<file path="src/rtl/ctr_pkg.sv">
package ctr_pkg;
  typedef enum logic [1:0] {
    MODE_HOLD  = 2'd0,
    MODE_COUNT = 2'd1,
    MODE_LOAD  = 2'd2,
    MODE_CLEAR = 2'd3
  } ctr_mode_e;
endpackage

</file>
<file path="src/rtl/ctr_mode_dec.sv">
module ctr_mode_dec
  import ctr_pkg::*;
(
  input  logic      clr_n,
  input  logic      load_n,
  input  logic      en_par,
  input  logic      en_trk,
  output ctr_mode_e mode
);
  // Fixed precedence: clear, then load, then count, else hold.
  always_comb begin
    if (!clr_n)                mode = MODE_CLEAR;
    else if (!load_n)          mode = MODE_LOAD;
    else if (en_par && en_trk) mode = MODE_COUNT;
    else                       mode = MODE_HOLD;
  end
endmodule

</file>
<file path="src/rtl/ctr_stage.sv">
module ctr_stage
  import ctr_pkg::*;
#(
  parameter int W = 4
) (
  input  logic         clk,
  input  logic         clr_n,
  input  logic         load_n,
  input  logic         en_par,
  input  logic         en_trk,
  input  logic [W-1:0] din,
  output logic [W-1:0] q,
  output logic         carry
);
  localparam logic [W-1:0] ALL_ONES = {W{1'b1}};

  ctr_mode_e    mode;
  logic [W-1:0] q_r;
  logic [W-1:0] q_nxt;
  logic         upd;

  ctr_mode_dec u_dec (
    .clr_n  (clr_n),
    .load_n (load_n),
    .en_par (en_par),
    .en_trk (en_trk),
    .mode   (mode)
  );

  // Next-state selection.
  always_comb begin
    unique case (mode)
      MODE_CLEAR: q_nxt = '0;
      MODE_LOAD:  q_nxt = din;
      MODE_COUNT: q_nxt = q_r + 1'b1;
      default:    q_nxt = q_r;
    endcase
  end

  // The register is written only when the mode is not hold.
  assign upd = (mode != MODE_HOLD);

  always_ff @(posedge clk) begin
    if (upd) q_r <= q_nxt;
  end

  assign q     = q_r;
  assign carry = en_trk & (q_r == ALL_ONES);

  // Assertions are enabled only after the first clear or load.
  logic armed;
  always_ff @(posedge clk) begin
    if (!clr_n || !load_n) armed <= 1'b1;
  end

  a_r1_clear: assert property (@(posedge clk) disable iff (armed !== 1'b1)
    !clr_n |=> (q == '0));
  a_r2_load: assert property (@(posedge clk) disable iff (armed !== 1'b1)
    (clr_n && !load_n) |=> (q == $past(din)));
  a_r4_hold_par: assert property (@(posedge clk) disable iff (armed !== 1'b1)
    (clr_n && load_n && !en_par) |=> $stable(q));
  a_r5_hold_trk: assert property (@(posedge clk) disable iff (armed !== 1'b1)
    (clr_n && load_n && !en_trk) |=> $stable(q));
  a_r6_wrap: assert property (@(posedge clk) disable iff (armed !== 1'b1)
    (carry && clr_n && load_n && en_par) |=> (q == '0));
endmodule

</file>
<file path="src/rtl/ctr_chain.sv">
module ctr_chain
  import ctr_pkg::*;
#(
  parameter int STAGE_W = 4,
  parameter int STAGES  = 3
) (
  input  logic                       clk,
  input  logic                       clr_n,
  input  logic                       load_n,
  input  logic                       en_par,
  input  logic                       en_trk,
  input  logic [STAGE_W*STAGES-1:0]  din,
  output logic [STAGE_W*STAGES-1:0]  q,
  output logic                       carry_out
);
  localparam int TOTAL_W = STAGE_W * STAGES;

  logic [STAGES-1:0] trk;
  logic [STAGES-1:0] cy;

  for (genvar i = 0; i < STAGES; i++) begin : g_stage
    if (i == 0) begin : g_first
      assign trk[i] = en_trk;
    end else begin : g_next
      assign trk[i] = cy[i-1];
    end

    ctr_stage #(.W(STAGE_W)) u_stage (
      .clk    (clk),
      .clr_n  (clr_n),
      .load_n (load_n),
      .en_par (en_par),
      .en_trk (trk[i]),
      .din    (din[i*STAGE_W +: STAGE_W]),
      .q      (q[i*STAGE_W +: STAGE_W]),
      .carry  (cy[i])
    );
  end

  assign carry_out = cy[STAGES-1];

  logic armed;
  always_ff @(posedge clk) begin
    if (!clr_n || !load_n) armed <= 1'b1;
  end

  a_r7_carry_term: assert property (@(posedge clk) disable iff (armed !== 1'b1)
    carry_out |-> (en_trk && (q == {TOTAL_W{1'b1}})));
  a_r3_count: assert property (@(posedge clk) disable iff (armed !== 1'b1)
    (clr_n && load_n && en_par && en_trk) |=>
      (q == TOTAL_W'($past(q) + 1'b1)));
endmodule

</file>
<file path="config.mk">
export PLATFORM = sky130hd
export DESIGN_NAME = ctr_chain
export DESIGN_NICKNAME = d
export VERILOG_FILES = /design/src/rtl/ctr_pkg.sv /design/src/rtl/ctr_mode_dec.sv /design/src/rtl/ctr_stage.sv /design/src/rtl/ctr_chain.sv
export SDC_FILE = /design/constraint.sdc
export NUM_CORES = 1
export LEC_CHECK = 0
export ABC_AREA = 1
export BUFFER_PORTS_ARGS = -buffer_cell sky130_fd_sc_hd__buf_2
export CAP_MARGIN = 5
export CORE_MARGIN = 5
export CORE_UTILIZATION = 40
export DETAILED_ROUTE_END_ITERATION = 8
export PLACE_DENSITY = 0.67
export SLEW_MARGIN = 20
export SYNTH_ARGS = -nofsm -noshare
export SYNTH_HDL_FRONTEND = slang
export SYNTH_SLANG_ARGS = --single-unit
</file>
<file path="constraint.sdc">
create_clock -name clk -period 2.1 [get_ports clk]
set_input_delay 0.42 -clock clk [delete_from_list [all_inputs] [get_ports clk]]
set_output_delay 0.42 -clock clk [all_outputs]
set_load 0.005 [all_outputs]
</file>
* After elaboration in Yosys (flattened, before gate mapping)
Index checks and enable logic that the tools add are counted.
** Word-level totals
- Input bits :: 17
- Output and inout bits :: 13
- Register bits after elaboration :: 12
** Cells by class
- Add/subtract/negate cells :: 3
- Bitwise logic cells :: 3
- Equality and inequality tests :: 12
- Muxes and demuxes :: 12
- Reduce and logical (&&, ||, !) cells :: 12
** Operator list (count)
- one-hot mux 4 bit (3 select lines) :: 3
- adder 4 x 1 -> 4 bit, second input constant :: 3
- == test 2 bit, second input constant :: 6
- == test 4 bit, second input constant :: 3
- two-way mux 2 bit :: 6
- nonzero test 3 bit :: 3
- == test 2 x 1 -> 1 bit, second input constant :: 3
- AND reduction 2 bit :: 3
- nonzero test 2 bit :: 3
- bitwise AND 1 bit :: 3
- logical AND 1 bit :: 3
- two-way mux 1 bit :: 3

* Logic depth before layout (Yosys ltp)
- Word-level depth :: 10
- Depth in mapped cells :: 10
- Depth with buffers taken out :: 10

* Cells and area by module
Synthesis repeated with hierarchy kept, for this count alone.
** Second synthesis, totals
- Cells, all modules :: 108
- Area, all modules :: 882.1 µm²
** Modules (own cells, without submodules)
- ctr_stage :: area each 281.5 µm², seq. area each 120.1 µm², cells an instance 33, times used 3
- ctr_mode_dec :: area each 12.5 µm², seq. area each 0.0 µm², cells an instance 3, times used 3

* Least setup slack after synthesis
Ideal clock, no wire load.
- Path type :: reg2reg
- Start :: register g_stage[0].u_stage.q_r[0]
- End :: register g_stage[1].u_stage.q_r[0] (data pin)
- Data required time :: 1845 ps
- Path slack :: 468 ps
- Clock period less this slack :: 1632 ps
- Arrival time :: 1377 ps
- Buffers on the path :: 0
- Cell stages (with the launch flop) :: 10
- Cell sequence :: edfxtp_1 -> ha_1 -> nand2_2 -> nor2_2 -> nand3_1 -> nand2_1 -> inv_1 -> ha_1 -> a2bb2oi_1 -> nor2_1
** On the way
- Cells in the longest elaborated chain, start to end :: 8
- Elaborated cells on any way between the ends :: 10
** Ends and longest elaborated chain
- from (decl) :: RTL line ctr_stage.sv:18 : logic [W-1:0] q_r;
- from (signal assigned) :: RTL line ctr_stage.sv:44 : if (upd) q_r <= q_nxt;
- == test 4 bit * :: RTL line ctr_stage.sv:48 : assign carry = en_trk & (q_r == ALL_ONES);
- bitwise AND 1 bit * :: RTL line ctr_stage.sv:48
- logical AND 1 bit * :: RTL line ctr_mode_dec.sv:14 : else if (en_par && en_trk) mode = MODE_COUNT;
- two-way mux 1 bit * :: RTL line ctr_mode_dec.sv:14
- two-way mux 2 bit * :: RTL line ctr_mode_dec.sv:13 : else if (!load_n) mode = MODE_LOAD;
- two-way mux 2 bit * :: RTL line ctr_mode_dec.sv:12 : if (!clr_n) mode = MODE_CLEAR;
- == test 2 x 1 -> 1 bit / == test 2 bit (equally long branches) :: RTL line ctr_stage.sv:32 : unique case (mode)
- one-hot mux 4 bit (3 select lines) * :: RTL line ctr_stage.sv:32
- named net g_stage[1].u_stage.q_nxt[0] :: RTL line ctr_stage.sv:19 : logic [W-1:0] q_nxt;
- to (signal assigned) :: RTL line ctr_stage.sv:44
- to (decl) :: RTL line ctr_stage.sv:18
Mark *: on every way through the listed nets, which the timed path passes. The rest lies on a longest branch.
A chain may end at the register's enable or synchronous reset.

* Worst setup path in the final report
- Start :: register g_stage[1].u_stage.q_r[0]
- End :: output port carry_out
** On the way
- Cells in the longest elaborated chain, start to end :: 3
** Ends and longest elaborated chain
- == test 4 bit :: RTL line ctr_stage.sv:48
- bitwise AND 1 bit (2 in a row) :: RTL line ctr_stage.sv:48
- to (decl) :: RTL line ctr_chain.sv:14 : output logic carry_out
Every way passes these cells.

==> flow_summary.yaml <==
floorplanning:
  core_um2: 1920
  io_pins: 30
  row_count: 16
  start_util_pct: 41.0
  die_w_um: 54.4
  die-area_um2: 2960
  fp.dieH_um: 54.4
timing:
  final-setup-viol-count: 0
  finalClockSkew_ns: 0.00334
  tns_ns: 0
  hold_slack_ns: 0.419
  worstMarginPinSlew_ns: 0.330
  hold_violations: 0
  post-route-period-util_pct: 86.9
  fmax_mhz: 548
  relSlewSlack_pct: 78.0
  rsz0062_at_grt: "false"
  slew_violations: 0
  period_minus_slack_ns: 1.82
synthesis:
  yosysUniqueCellTypes: 18
  synthCells: 95
  ys_seq_elements: 12
  synthDominantCellAreaShare_pct: 45.7
  yosys-top-cells-count: "37 x nand2_1, 12 x edfxtp_1, 8 x inv_1, 8 x nand3_1, 6 x ha_1"
  syn_nets: 118
  ys.flop_type: "edfxtp_1"
  syn_area_um2: 788
  async_reset_ff_share_pct: 0
  ys_warn_count: 0
  avgSynthCellArea_um2: 8.30
  synth_top_cell_by_area: "edfxtp_1"
  ys_seq_area_share_pct: 45.7
  netlist_top_cells_area: "edfxtp_1 46%, nand2_1 18%, ha_1 9.5%"
  synth-edff-count: 12
  yosysMostFrequentCell: "nand2_1"
status:
  status: "finished clean"
drt:
  via_per_inst: 4.78
  finalWirelength_um: 1870
  drt_first_pass_iters: 3
  ant_nets: 0
  via_count: 736
  wire_per_inst_um: 12.2
  drtIter0Drc: 10
  drcViolationCount: 0
critical_path:
  slowest_delay_ns: 0.43
  start_kind: "register"
  critPathCaptureType: "primary output"
  required_ns: 1.68
  cp_max_fo: 5
  r2r_slack_ns: 0.34
  critPathKind: "reg2out"
  cp.arrival_ns: 1.40
  crit_chain: "ha_1 > nand2_1 > nor2_2 > nand2_1 > nor2_1 > buf_2"
  cpMostUsedCell: "nand2_1"
  crit_slowest_cell: "edfxtp_1"
global_routing:
  grt_usage_pct: 14.5
  grt_max_degree: 9
  overflow: 0
  grt_pass1_vias: 699
  antenna_found_initial: 0
  grt_pass1_wl_um: 3030
clocking:
  cts_root_buffer: "clkbuf_4"
  cts_made_buffers: 3
  cts_resized: 0
  clock_path_buffers: 2
  clock_latency_ns: 0.27
  cts_setup_buffers: 0
  path_clk_slew_ns: 0.08
  tritoncts: "yes"
  numClockSinks: 12
  cts_hold_buffers: 0
  ctsHtreeMaxLevel: 1
layout:
  regArea_um2: 360
  drive_gt1_share_pct: 33.1
  final_nets: 152
  post-route-util_pct: 51.5
  largest_reg_flops: 12
  multi_input_area_um2: 387
  diodes: 0
  fillers: 196
  syn2layout_area_growth_pct: 25.6
power_and_ir_drop:
  power_density_nw_per_um2: 555
  ir_worst_vdd_mv: 0.270
  power.total_uw: 549
  p_leak_nw: 0.507
run:
  cap_violations: 0
placement:
  hpwlAfterDp_um: 1520
  gp_congestion: 0.798
  portBuffers: 29
hold_path:
  hp-class: "in2reg"
-- worst max-delay path, delay by kind of cell, from the launching register on --
kind | cells | cell delay (ns)
simple gates | 4 | 0.36
fa+ha+maj | 1 | 0.22
flops | 1 | 0.43
buf+inv | 1 | 0.11
-- logic make-up (layout without fill, tap and decap cells) --
family | Yosys count | in the layout | synth area share, %
AOI/OAI and AO/OA | 7 | 7 | 5.24
xor gates and xnor gates | 1 | 1 | 1.11
adders and majority gates | 6 | 6 | 9.52
buffers and inverters | 11 | 43 | 5.24
DFF | 12 | 12 | 45.7
and+or+nand+nor | 58 | 58 | 33.2
-- per-stage QoR --
stage | setup slack [ns] | std cells | cell area, um2
after floorplan | 0.468 | 95 | 788
after global placement | 0.436 | 151 | 967
after detailed placement | 0.361 | 151 | 967
after CTS | 0.259 | 154 | 990
after global routing | 0.135 | 154 | 990
final | 0.276 | 154 | 990
-- cell type report --
class	instances	share of cell area, %
repair buffers	29	14.7
well taps	27	3.41
clock buffers	3	2.28
flip-flops and latches	12	36.4
inverters	11	4.17
multi-input cells	72	39.1
-- worst paths after layout --
kind                              to  cells past startpoint                    start
max                        carry_out                      6  g_stage[1].u_stage.q[0]
min          g_stage[0].u_stage.q[1]                      3                   din[1]
max reg2reg  g_stage[1].u_stage.q[2]                     10  g_stage[0].u_stage.q[0]
min reg2reg  g_stage[0].u_stage.q[0]                      1  g_stage[0].u_stage.q[0]
-- layer usage --
layer | vias up | global-route usage, % | routed length [um]
met5 | - | 0 | 0
met2 | 17 | 24.9 | 927
met3 | 4 | 3.27 | 103
met4 | 0 | 4.98 | 29
met1 | 334 | 17.8 | 812
li1 | 381 | - | -
-- power by group --
part	switching (mW)	internal [mW]
logic	0.0513	0.0442
clock network	0.0786	0.0665
registers	0.0223	0.287
total	0.152	0.397
-- cells in the final DEF (no fill, tap or decap), types with 3 or more instances in the layout --
| master | Yosys | routed |
|---|---|---|
| clkbuf_4 | 0 | 3 |
| buf_2 | 0 | 29 |
| nand2_1 | 37 | 37 |
| nor2_1 | 3 | 3 |
| a21oi_1 | 4 | 4 |
| ha_1 | 6 | 6 |
| inv_1 | 8 | 8 |
| nand4_1 | 3 | 3 |
| edfxtp_1 | 12 | 12 |
| nand3_1 | 8 | 8 |
| nor2_2 | 3 | 3 |
| inv_2 | 3 | 3 |
No activity file was read; power rests on OpenSTA's default activity.
